--- config.mk ---
export PLATFORM = sky130hd
export DESIGN_NAME = out_ep_rx_ctrl
export DESIGN_NICKNAME = d
export VERILOG_FILES = /design/src/rtl/oep_pkg.sv /design/src/rtl/oep_slot_buffer.sv /design/src/rtl/oep_cmd_ctrl.sv /design/src/rtl/oep_rx_track.sv /design/src/rtl/out_ep_rx_ctrl.sv
export SDC_FILE = /design/constraint.sdc
export NUM_CORES = 1
export LEC_CHECK = 0
export ABC_AREA = 1
export BUFFER_PORTS_ARGS = -buffer_cell sky130_fd_sc_hd__buf_2
export CAP_MARGIN = 10
export CORE_ASPECT_RATIO = 0.6
export CORE_UTILIZATION = 35
export DETAILED_ROUTE_END_ITERATION = 7
export HOLD_SLACK_MARGIN = 0.02
export RECOVER_POWER = 100
export REMOVE_ABC_BUFFERS = 1
export SYNTH_ARGS = -nofsm -noshare
export SYNTH_HDL_FRONTEND = slang
export SYNTH_SLANG_ARGS = --single-unit
--- constraint.sdc ---
create_clock -name clk -period 2.4 [get_ports clk]
set_input_delay 0.36 -clock clk [delete_from_list [all_inputs] [get_ports clk]]
set_output_delay 0.36 -clock clk [all_outputs]
set_load 0.05 [all_outputs]
--- src/rtl/oep_pkg.sv ---
package oep_pkg;
  typedef enum logic [1:0] {
    HS_NONE  = 2'd0,
    HS_ACK   = 2'd1,
    HS_NAK   = 2'd2,
    HS_STALL = 2'd3
  } hs_e;

  localparam int B_READY = 0;
  localparam int B_FLUSH = 4;
  localparam int B_STALL = 5;
  localparam int B_SENT  = 6;
  localparam int B_TCLR  = 7;
endpackage

--- src/rtl/oep_slot_buffer.sv ---
module oep_slot_buffer #(
  parameter int MAX_BYTES = 64,
  parameter int NSLOT     = 2,
  parameter int CNT_W     = 7,
  parameter int AW        = 6
) (
  input  logic             clk,
  input  logic             rst,
  input  logic             wr_en,
  input  logic [AW-1:0]    wr_addr,
  input  logic [7:0]       wr_data,
  input  logic             commit,
  input  logic [CNT_W-1:0] commit_len,
  input  logic             pop,
  input  logic [AW-1:0]    rd_addr,
  output logic [7:0]       rd_data,
  output logic [1:0]       occ,
  output logic [CNT_W-1:0] head_len
);
  localparam int DEPTH = NSLOT * MAX_BYTES;
  localparam int DAW   = $clog2(DEPTH);

  logic [7:0]       mem [DEPTH];
  logic [CNT_W-1:0] len_q [NSLOT];
  logic             wr_ptr, rd_ptr, wr_nxt, rd_nxt;
  logic [1:0]       occ_q;
  logic [DAW-1:0]   waddr, raddr;

  generate
    if (NSLOT > 1) begin : g_two_slots
      assign wr_nxt = ~wr_ptr;
      assign rd_nxt = ~rd_ptr;
    end else begin : g_one_slot
      assign wr_nxt = 1'b0;
      assign rd_nxt = 1'b0;
    end
  endgenerate

  assign waddr = DAW'(32'(wr_ptr) * MAX_BYTES + 32'(wr_addr));
  assign raddr = DAW'(32'(rd_ptr) * MAX_BYTES + 32'(rd_addr));

  always_ff @(posedge clk) begin
    if (wr_en) mem[waddr] <= wr_data;
    rd_data <= mem[raddr];
  end

  always_ff @(posedge clk) begin
    if (rst) begin
      wr_ptr <= 1'b0;
      rd_ptr <= 1'b0;
      occ_q  <= 2'd0;
      for (int i = 0; i < NSLOT; i++) len_q[i] <= '0;
    end else begin
      if (commit) begin
        len_q[wr_ptr] <= commit_len;
        wr_ptr        <= wr_nxt;
      end
      if (pop) rd_ptr <= rd_nxt;
      occ_q <= occ_q + 2'(commit) - 2'(pop);
    end
  end

  assign occ      = occ_q;
  assign head_len = len_q[rd_ptr];

  assert_no_overflow_R4: assert property (@(posedge clk) disable iff (rst)
    32'(occ_q) <= NSLOT);
  assert_commit_room_R4: assert property (@(posedge clk) disable iff (rst)
    commit |-> 32'(occ_q) < NSLOT);
  assert_pop_nonempty_R7: assert property (@(posedge clk) disable iff (rst)
    pop |-> occ_q != 2'd0);
endmodule

--- src/rtl/oep_cmd_ctrl.sv ---
module oep_cmd_ctrl
  import oep_pkg::*;
(
  input  logic       clk,
  input  logic       rst,
  input  logic       csr_wr,
  input  logic [7:0] csr_wdata,
  input  logic       busy,
  input  logic [1:0] occ,
  input  logic       sent_evt,
  output logic       pop,
  output logic       tclr,
  output logic       stall_req,
  output logic       sent_flag
);
  logic [1:0] pend_pops, pops_left, pops_nxt;
  logic       pend_tclr, pend_sclr, pend_swr, pend_sval;
  logic       apply, new_pop;
  logic       unused_wbits;

  assign unused_wbits = ^csr_wdata[3:1];
  assign apply   = !busy;
  assign new_pop = csr_wr && (csr_wdata[B_READY] || csr_wdata[B_FLUSH]);
  assign pop     = apply && (pend_pops != 2'd0) && (occ != 2'd0);
  assign tclr    = apply && pend_tclr;

  always_comb begin
    pops_left = pend_pops;
    if (apply && pend_pops != 2'd0)
      pops_left = (occ != 2'd0) ? 2'(pend_pops - 2'd1) : 2'd0;
    pops_nxt = (new_pop && pops_left != 2'd3) ? 2'(pops_left + 2'd1) : pops_left;
  end

  logic stall_q, sent_q;

  always_ff @(posedge clk) begin
    if (rst) begin
      pend_pops <= 2'd0;
      pend_tclr <= 1'b0;
      pend_sclr <= 1'b0;
      pend_swr  <= 1'b0;
      pend_sval <= 1'b0;
      stall_q   <= 1'b0;
      sent_q    <= 1'b0;
    end else begin
      pend_pops <= pops_nxt;
      pend_tclr <= (pend_tclr && !apply) || (csr_wr && csr_wdata[B_TCLR]);
      pend_sclr <= (pend_sclr && !apply) || (csr_wr && csr_wdata[B_SENT]);
      pend_swr  <= (pend_swr && !apply) || csr_wr;
      if (csr_wr) pend_sval <= csr_wdata[B_STALL];
      if (apply && pend_swr) stall_q <= pend_sval;
      if (sent_evt) sent_q <= 1'b1;
      else if (apply && pend_sclr) sent_q <= 1'b0;
    end
  end

  assign stall_req = stall_q;
  assign sent_flag = sent_q;

  assert_sent_sticky_R8: assert property (@(posedge clk) disable iff (rst)
    sent_evt |=> sent_q);
  assert_sent_clear_R9: assert property (@(posedge clk) disable iff (rst)
    $fell(sent_q) |-> $past(pend_sclr && !busy));
  assert_defer_R11: assert property (@(posedge clk) disable iff (rst)
    !$stable(stall_q) |-> $past(!busy));
endmodule

--- src/rtl/oep_rx_track.sv ---
module oep_rx_track
  import oep_pkg::*;
#(
  parameter int MAX_BYTES = 64,
  parameter int NSLOT     = 2,
  parameter int CNT_W     = 7,
  parameter int AW        = 6
) (
  input  logic             clk,
  input  logic             rst,
  input  logic             pkt_start,
  input  logic             pkt_pid,
  input  logic             pkt_byte_valid,
  input  logic [7:0]       pkt_byte,
  input  logic             pkt_end,
  input  logic             pkt_crc_ok,
  input  logic [CNT_W-1:0] max_pkt,
  input  logic             stall_req,
  input  logic [1:0]       occ,
  input  logic             tclr,
  output logic             busy,
  output logic             wr_en,
  output logic [AW-1:0]    wr_addr,
  output logic [7:0]       wr_data,
  output logic             commit,
  output logic [CNT_W-1:0] commit_len,
  output logic             sent_evt,
  output logic             hs_valid,
  output logic [1:0]       hs_code
);
  logic             in_pkt, pid_q, exp_q, hs_valid_q;
  logic [CNT_W-1:0] cnt_q;
  hs_e              code, hs_code_q;
  logic             has_room, pid_match, store_ok, ending, frame_ok;

  assign has_room  = 32'(occ) < NSLOT;
  assign pid_match = (pid_q == exp_q);
  assign store_ok  = !stall_req && has_room && pid_match;
  assign ending    = in_pkt && pkt_end;
  assign frame_ok  = pkt_crc_ok && (cnt_q <= max_pkt);
  assign busy      = in_pkt || pkt_start;

  assign wr_en      = in_pkt && pkt_byte_valid && store_ok && (cnt_q < CNT_W'(MAX_BYTES));
  assign wr_addr    = cnt_q[AW-1:0];
  assign wr_data    = pkt_byte;
  assign commit_len = cnt_q;

  always_comb begin
    code     = HS_NONE;
    commit   = 1'b0;
    sent_evt = 1'b0;
    if (ending && frame_ok) begin
      if (stall_req) begin
        code     = HS_STALL;
        sent_evt = 1'b1;
      end else if (!has_room) begin
        code = HS_NAK;
      end else begin
        code   = HS_ACK;
        commit = pid_match;
      end
    end
  end

  always_ff @(posedge clk) begin
    if (rst) begin
      in_pkt     <= 1'b0;
      pid_q      <= 1'b0;
      exp_q      <= 1'b0;
      cnt_q      <= '0;
      hs_valid_q <= 1'b0;
      hs_code_q  <= HS_NONE;
    end else begin
      hs_valid_q <= (code != HS_NONE);
      hs_code_q  <= code;
      if (pkt_start) begin
        in_pkt <= 1'b1;
        pid_q  <= pkt_pid;
        cnt_q  <= '0;
      end else if (ending) begin
        in_pkt <= 1'b0;
      end else if (in_pkt && pkt_byte_valid && cnt_q <= CNT_W'(MAX_BYTES)) begin
        cnt_q <= cnt_q + 1'b1;
      end
      if (commit) exp_q <= ~exp_q;
      else if (tclr) exp_q <= 1'b0;
    end
  end

  assign hs_valid = hs_valid_q;
  assign hs_code  = hs_code_q;

  assert_hs_after_end_R12: assert property (@(posedge clk) disable iff (rst)
    hs_valid_q |-> $past(in_pkt && pkt_end));
  assert_hs_single_R12: assert property (@(posedge clk) disable iff (rst)
    hs_valid_q |=> !hs_valid_q);
  assert_toggle_move_R5: assert property (@(posedge clk) disable iff (rst)
    !$stable(exp_q) |-> $past((ending && pkt_crc_ok && pid_match && !stall_req) || tclr));
endmodule

--- src/rtl/out_ep_rx_ctrl.sv ---
module out_ep_rx_ctrl
  import oep_pkg::*;
#(
  parameter int  MAX_BYTES  = 64,
  parameter bit  DOUBLE_BUF = 1'b1,
  localparam int CNT_W      = $clog2(MAX_BYTES + 2),
  localparam int AW         = $clog2(MAX_BYTES)
) (
  input  logic             clk,
  input  logic             rst,
  input  logic             pkt_start,
  input  logic             pkt_pid,
  input  logic             pkt_byte_valid,
  input  logic [7:0]       pkt_byte,
  input  logic             pkt_end,
  input  logic             pkt_crc_ok,
  input  logic [CNT_W-1:0] max_pkt,
  output logic             hs_valid,
  output logic [1:0]       hs_code,
  input  logic             csr_wr,
  input  logic [7:0]       csr_wdata,
  output logic [7:0]       csr_rdata,
  output logic [CNT_W-1:0] rx_count,
  input  logic [AW-1:0]    rd_addr,
  output logic [7:0]       rd_data,
  output logic             irq
);
  localparam int NSLOT = DOUBLE_BUF ? 2 : 1;

  logic             busy, wr_en, commit, pop, tclr, sent_evt, stall_req, sent_flag;
  logic [AW-1:0]    wr_addr;
  logic [7:0]       wr_data;
  logic [CNT_W-1:0] commit_len, head_len;
  logic [1:0]       occ;
  logic             ready;

  oep_rx_track #(.MAX_BYTES(MAX_BYTES), .NSLOT(NSLOT), .CNT_W(CNT_W), .AW(AW)) u_track (
    .clk(clk), .rst(rst), .pkt_start(pkt_start), .pkt_pid(pkt_pid),
    .pkt_byte_valid(pkt_byte_valid), .pkt_byte(pkt_byte), .pkt_end(pkt_end),
    .pkt_crc_ok(pkt_crc_ok), .max_pkt(max_pkt), .stall_req(stall_req), .occ(occ),
    .tclr(tclr), .busy(busy), .wr_en(wr_en), .wr_addr(wr_addr), .wr_data(wr_data),
    .commit(commit), .commit_len(commit_len), .sent_evt(sent_evt),
    .hs_valid(hs_valid), .hs_code(hs_code)
  );

  oep_slot_buffer #(.MAX_BYTES(MAX_BYTES), .NSLOT(NSLOT), .CNT_W(CNT_W), .AW(AW)) u_buf (
    .clk(clk), .rst(rst), .wr_en(wr_en), .wr_addr(wr_addr), .wr_data(wr_data),
    .commit(commit), .commit_len(commit_len), .pop(pop), .rd_addr(rd_addr),
    .rd_data(rd_data), .occ(occ), .head_len(head_len)
  );

  oep_cmd_ctrl u_cmd (
    .clk(clk), .rst(rst), .csr_wr(csr_wr), .csr_wdata(csr_wdata), .busy(busy),
    .occ(occ), .sent_evt(sent_evt), .pop(pop), .tclr(tclr),
    .stall_req(stall_req), .sent_flag(sent_flag)
  );

  assign ready    = (occ != 2'd0);
  assign rx_count = ready ? head_len : '0;
  assign irq      = ready || sent_flag;

  always_comb begin
    csr_rdata          = 8'h00;
    csr_rdata[B_READY] = ready;
    csr_rdata[B_STALL] = stall_req;
    csr_rdata[B_SENT]  = sent_flag;
  end

  assert_nak_full_R4: assert property (@(posedge clk) disable iff (rst)
    (hs_valid && hs_code == HS_NAK) |-> 32'(occ) == NSLOT);
  assert_stall_flag_R8: assert property (@(posedge clk) disable iff (rst)
    (hs_valid && hs_code == HS_STALL) |-> (sent_flag && irq));
  assert_ack_ready_R2: assert property (@(posedge clk) disable iff (rst)
    $rose(ready) |-> (hs_valid && hs_code == HS_ACK));
endmodule

==> metrics.txt <==
# TYPE chip_impl_metric gauge
chip_impl_info{name="result_of_the_run",value="finished, violations left"} 1
chip_impl_info{name="failed_checks",value="capacitance limit, slew limit"} 1
chip_impl_metric{name="stdcell_area",unit="um2"} 50300
chip_impl_metric{name="final-setup-viol-count",unit=""} 0
chip_impl_metric{name="global_route_wire_length_before_repair",unit="mm"} 179
chip_impl_metric{name="viasPerCell",unit=""} 5.13
chip_impl_metric{name="fp.coreArea",unit="um2"} 125000
chip_impl_metric{name="layout.cells.non_filler",unit=""} 5771
chip_impl_metric{name="dr.first_iter.drc_count",unit=""} 3799
chip_impl_metric{name="drtAntennaViolNets",unit=""} 0
chip_impl_metric{name="grt_start_max_net_pins",unit=""} 108
chip_impl_metric{name="antenna_violations_before_repair",unit=""} 1
chip_impl_info{name="hold_path_class",value="in2reg"} 1
chip_impl_metric{name="critical_path_required",unit="ps"} 2780
chip_impl_metric{name="placed_cells",unit=""} 5590
chip_impl_metric{name="globalRouteTotalUtil",unit="%"} 18.7
chip_impl_metric{name="clkLatencyLatePin",unit="ps"} 690
chip_impl_metric{name="slew_headroom",unit="%"} -49.4
chip_impl_metric{name="placed_cell_area",unit="um2"} 48000
chip_impl_metric{name="share_comb_of_total_power",unit="%"} 6.9
chip_impl_metric{name="synth_warnings",unit=""} 0
chip_impl_metric{name="proportion_of_power_drawn_by_the_clock_network",unit="%"} 38.5
chip_impl_info{name="yosys.area.top_type",value="edfxtp_1"} 1
chip_impl_metric{name="place.gp.congestion",unit=""} 0.882
chip_impl_info{name="critical_path_class",value="reg2reg"} 1
chip_impl_metric{name="timing.final.crit_share",unit="%"} 97.4
chip_impl_metric{name="filler_cell_count",unit=""} 11846
chip_impl_metric{name="remaining_drc_errors",unit=""} 0
chip_impl_metric{name="edff_count_synth",unit=""} 1038
chip_impl_metric{name="multiInputGateArea",unit="um2"} 10600
chip_impl_metric{name="num_vias",unit=""} 29626
chip_impl_metric{name="leakagePower",unit="nW"} 18.1
chip_impl_metric{name="clock.fmax",unit="GHz"} 0.428
chip_impl_metric{name="deepest_clock_path_buffer_count",unit=""} 3
chip_impl_metric{name="part_of_the_power_in_registers",unit="%"} 54.6
chip_impl_metric{name="drv.max_cap_violation_count",unit=""} 5
chip_impl_metric{name="initial_core_util",unit="%"} 35.4
chip_impl_metric{name="postSynthAreaPerCell",unit="um2"} 11.7
chip_impl_metric{name="netlist_instances",unit=""} 3791
chip_impl_info{name="worstSetupEndpointType",value="flop"} 1
chip_impl_metric{name="fin_skew",unit="ps"} 21.4
chip_impl_metric{name="place_worst_setup_slack",unit="ps"} -17.0
chip_impl_info{name="cts-root-buf",value="clkbuf_16"} 1
chip_impl_metric{name="power.ir.vdd_worst",unit="uV"} 569
chip_impl_metric{name="internal_cell_power",unit="mW"} 29.0
chip_impl_metric{name="synth_cell_types",unit=""} 34
chip_impl_metric{name="p_switching",unit="mW"} 8.69
chip_impl_info{name="unrepaired_setup_endpoints_after_global_routing",value="true"} 1
chip_impl_info{name="timing.critical_path.from_type",value="flop"} 1
chip_impl_info{name="cts_tree",value="done"} 1
chip_impl_metric{name="switching_share",unit="%"} 23.0
chip_impl_metric{name="slew_limit_fails",unit=""} 152
chip_impl_info{name="synth_top_flop_cell",value="edfxtp_1"} 1
chip_impl_metric{name="clock_tree.htree_level_count",unit=""} 3
chip_impl_metric{name="area_growth_syn_to_layout",unit="%"} 13.9
chip_impl_metric{name="seqCellArea",unit="um2"} 31900
chip_impl_info{name="synth.area.top_cells",value="edfxtp_1, nand3_1, nand2_1"} 1
chip_impl_metric{name="dieHeight",unit="um"} 277
chip_impl_metric{name="cts_buffers",unit=""} 91
chip_impl_metric{name="nets",unit=""} 4064
chip_impl_metric{name="synthDominantCellAreaShare",unit="%"} 70.6
chip_impl_metric{name="port_buffers",unit=""} 55
chip_impl_metric{name="post-route-min-period",unit="ps"} 2340
chip_impl_metric{name="number_of_optimization_iterations_in_the_first_detailed_route_pass",unit=""} 6
chip_impl_metric{name="die-area",unit="um2"} 128000
chip_impl_metric{name="avgRoutedWirePerCell",unit="um"} 21.0
chip_impl_metric{name="number_of_ports_placed_on_the_die_boundary",unit=""} 64
chip_impl_metric{name="post_cts_buffers",unit=""} 0
chip_impl_metric{name="row_count",unit=""} 100
chip_impl_metric{name="r2r_cell_count",unit=""} 9
chip_impl_metric{name="die_w",unit="um"} 461
chip_impl_metric{name="synth.yosys.seq_area_share",unit="%"} 72.1
chip_impl_metric{name="post_route_cells_drive_above_1_share",unit="%"} 10.7
chip_impl_metric{name="postSynthRegisterBits",unit=""} 1072
chip_impl_metric{name="clkSinkCount",unit=""} 1072
chip_impl_metric{name="route.final.wire_length",unit="mm"} 121
chip_impl_metric{name="final_hpwl_dp",unit="mm"} 76.0
chip_impl_metric{name="holdPathStages",unit=""} 5
chip_impl_metric{name="vias_in_the_first_global_route",unit=""} 27495
chip_impl_metric{name="post_layout_worst_setup_margin",unit="ps"} 62.4
chip_impl_metric{name="clk_pin_slew",unit="ps"} 70
chip_impl_metric{name="p_per_area",unit="nW/um2"} 750
chip_impl_metric{name="worst-path-max-fanout",unit=""} 13
chip_impl_metric{name="post_synth_instance_area",unit="um2"} 44200
chip_impl_metric{name="globalRouteOverflowTotal",unit=""} 0
chip_impl_metric{name="worst-endpoint-arrival",unit="ps"} 2720
chip_impl_metric{name="ys_async_sr_fraction",unit="%"} 0
chip_impl_metric{name="worst_pin_slew",unit="ps"} 2240
chip_impl_metric{name="hold_violations",unit=""} 0
[layout by cell type (no fill, tap or decap), drive strengths merged, types with 14 or more instances in the layout]
cell         instances
a21oi               20
buf                185
clkbuf             284
clkinv              42
dfxtp               34
dlygate4sd3         14
edfxtp            1038
inv                 45
nand2             1249
nand3              945
nor2               171
o21ai               17
[logic make-up after synthesis]
logic type,share of synthesized area [%]
AOI/OAI and AO/OA,0.541
xor gates and xnor gates,0.0198
adders and majority gates,0.368
buffers and inverters,3.95
DFF,72.1
other,0.00849
and+or+nand+nor,23.0
[registers in the layout (all words and copies together), names as in the netlist, 2 cells and up, named ones only]
signal	count
u_buf.mem	1024
u_buf.len_q	14
u_buf.rd_data	8
u_track.commit_len	7
u_buf.occ	2
u_cmd.pend_pops	2
u_track.hs_code	2
[cell usage after synthesis (2+ instances only)]
| cell type | count |
|---|---|
| a211oi_1 | 2 |
| a21oi_1 | 20 |
| buf_1 | 22 |
| buf_2 | 97 |
| buf_4 | 44 |
| buf_6 | 50 |
| clkbuf_1 | 28 |
| dfxtp_1 | 34 |
| edfxtp_1 | 1038 |
| ha_1 | 13 |
| inv_1 | 39 |
| inv_2 | 5 |
| nand2_1 | 1247 |
| nand2_2 | 2 |
| nand3_1 | 939 |
| nand3_2 | 6 |
| nand4_1 | 2 |
| nor2_1 | 168 |
| nor2_4 | 2 |
| nor3_1 | 2 |
| o21ai_0 | 16 |
| o22ai_1 | 2 |
| or2_2 | 2 |
[worst max-delay path: stages, from the launching register on]
cell and delay (ps):
dfxtp_1 380, nor2_1 150, nand3_1 90, inv_1 120, nand4_2 190, nor2_4 180
nand3_1 120, clkbuf_4 370, nor2_1 160, buf_2 240
[what timing repair did]
action / 4_1_cts / 5_1_grt
cloned: 0 / 0
hold buffers: 14 / 0
gates resized for setup: 1 / 3
endpoints found under the hold margin: 10 / 0
endpoints found under the setup margin: 1 / 3
[power groups by stage]
stage          Combinational, mW  Sequential [mW]  Clock [mW]
2_1_floorplan               1.03             21.0           0
3_3_place_gp                2.60             21.0           0
3_5_place_dp                2.62             21.0           0
4_1_cts                     2.65             20.6        14.7
5_1_grt                     2.83             20.6        15.4
6_report                    2.62             20.6        14.5
[final cells by class]
| cell class | instances | share of cell area (%) |
|---|---|---|
| Sequential cell | 1072 | 63.3 |
| Multi-Input combinational cell | 2436 | 21.0 |
| Timing Repair Buffer | 367 | 5.46 |
| Clock buffer | 116 | 4.90 |
| Tap cell | 1683 | 4.19 |
| Clock inverter | 50 | 0.716 |
| Inverter | 46 | 0.388 |
| Antenna cell | 1 | 0.00497 |
[routing by layer]
layer	track usage (%)	vias up	share of wire, %
met1	29.9	14489	48
li1	-	13751	-
met2	25.1	1250	40
met5	0	-	0
met3	4.41	136	9.7
met4	4.30	0	1.7
[worst paths after layout]
check	start	endpoint	slack (ps)
max	u_buf.occ[1]	u_buf.mem[97][4]	60
min	pkt_byte_valid	u_track.commit_len[1]	160
max reg2reg	u_buf.occ[1]	u_buf.mem[97][4]	60
min reg2reg	u_cmd.pend_swr	u_cmd.stall_req	490
[per-stage QoR]
step	power, mW	setup TNS, ps	util, %	hold WS (ps)
CTS	38.0	0	40.9	64.3
floorplan	22.1	-6240	-	429
finish	37.7	0	40.4	155
detailed placement	23.6	-17.0	38.5	485
global route	38.8	-472	40.4	189
global placement	23.6	-158	38.5	473
Power figures use the tool's default switching activity.
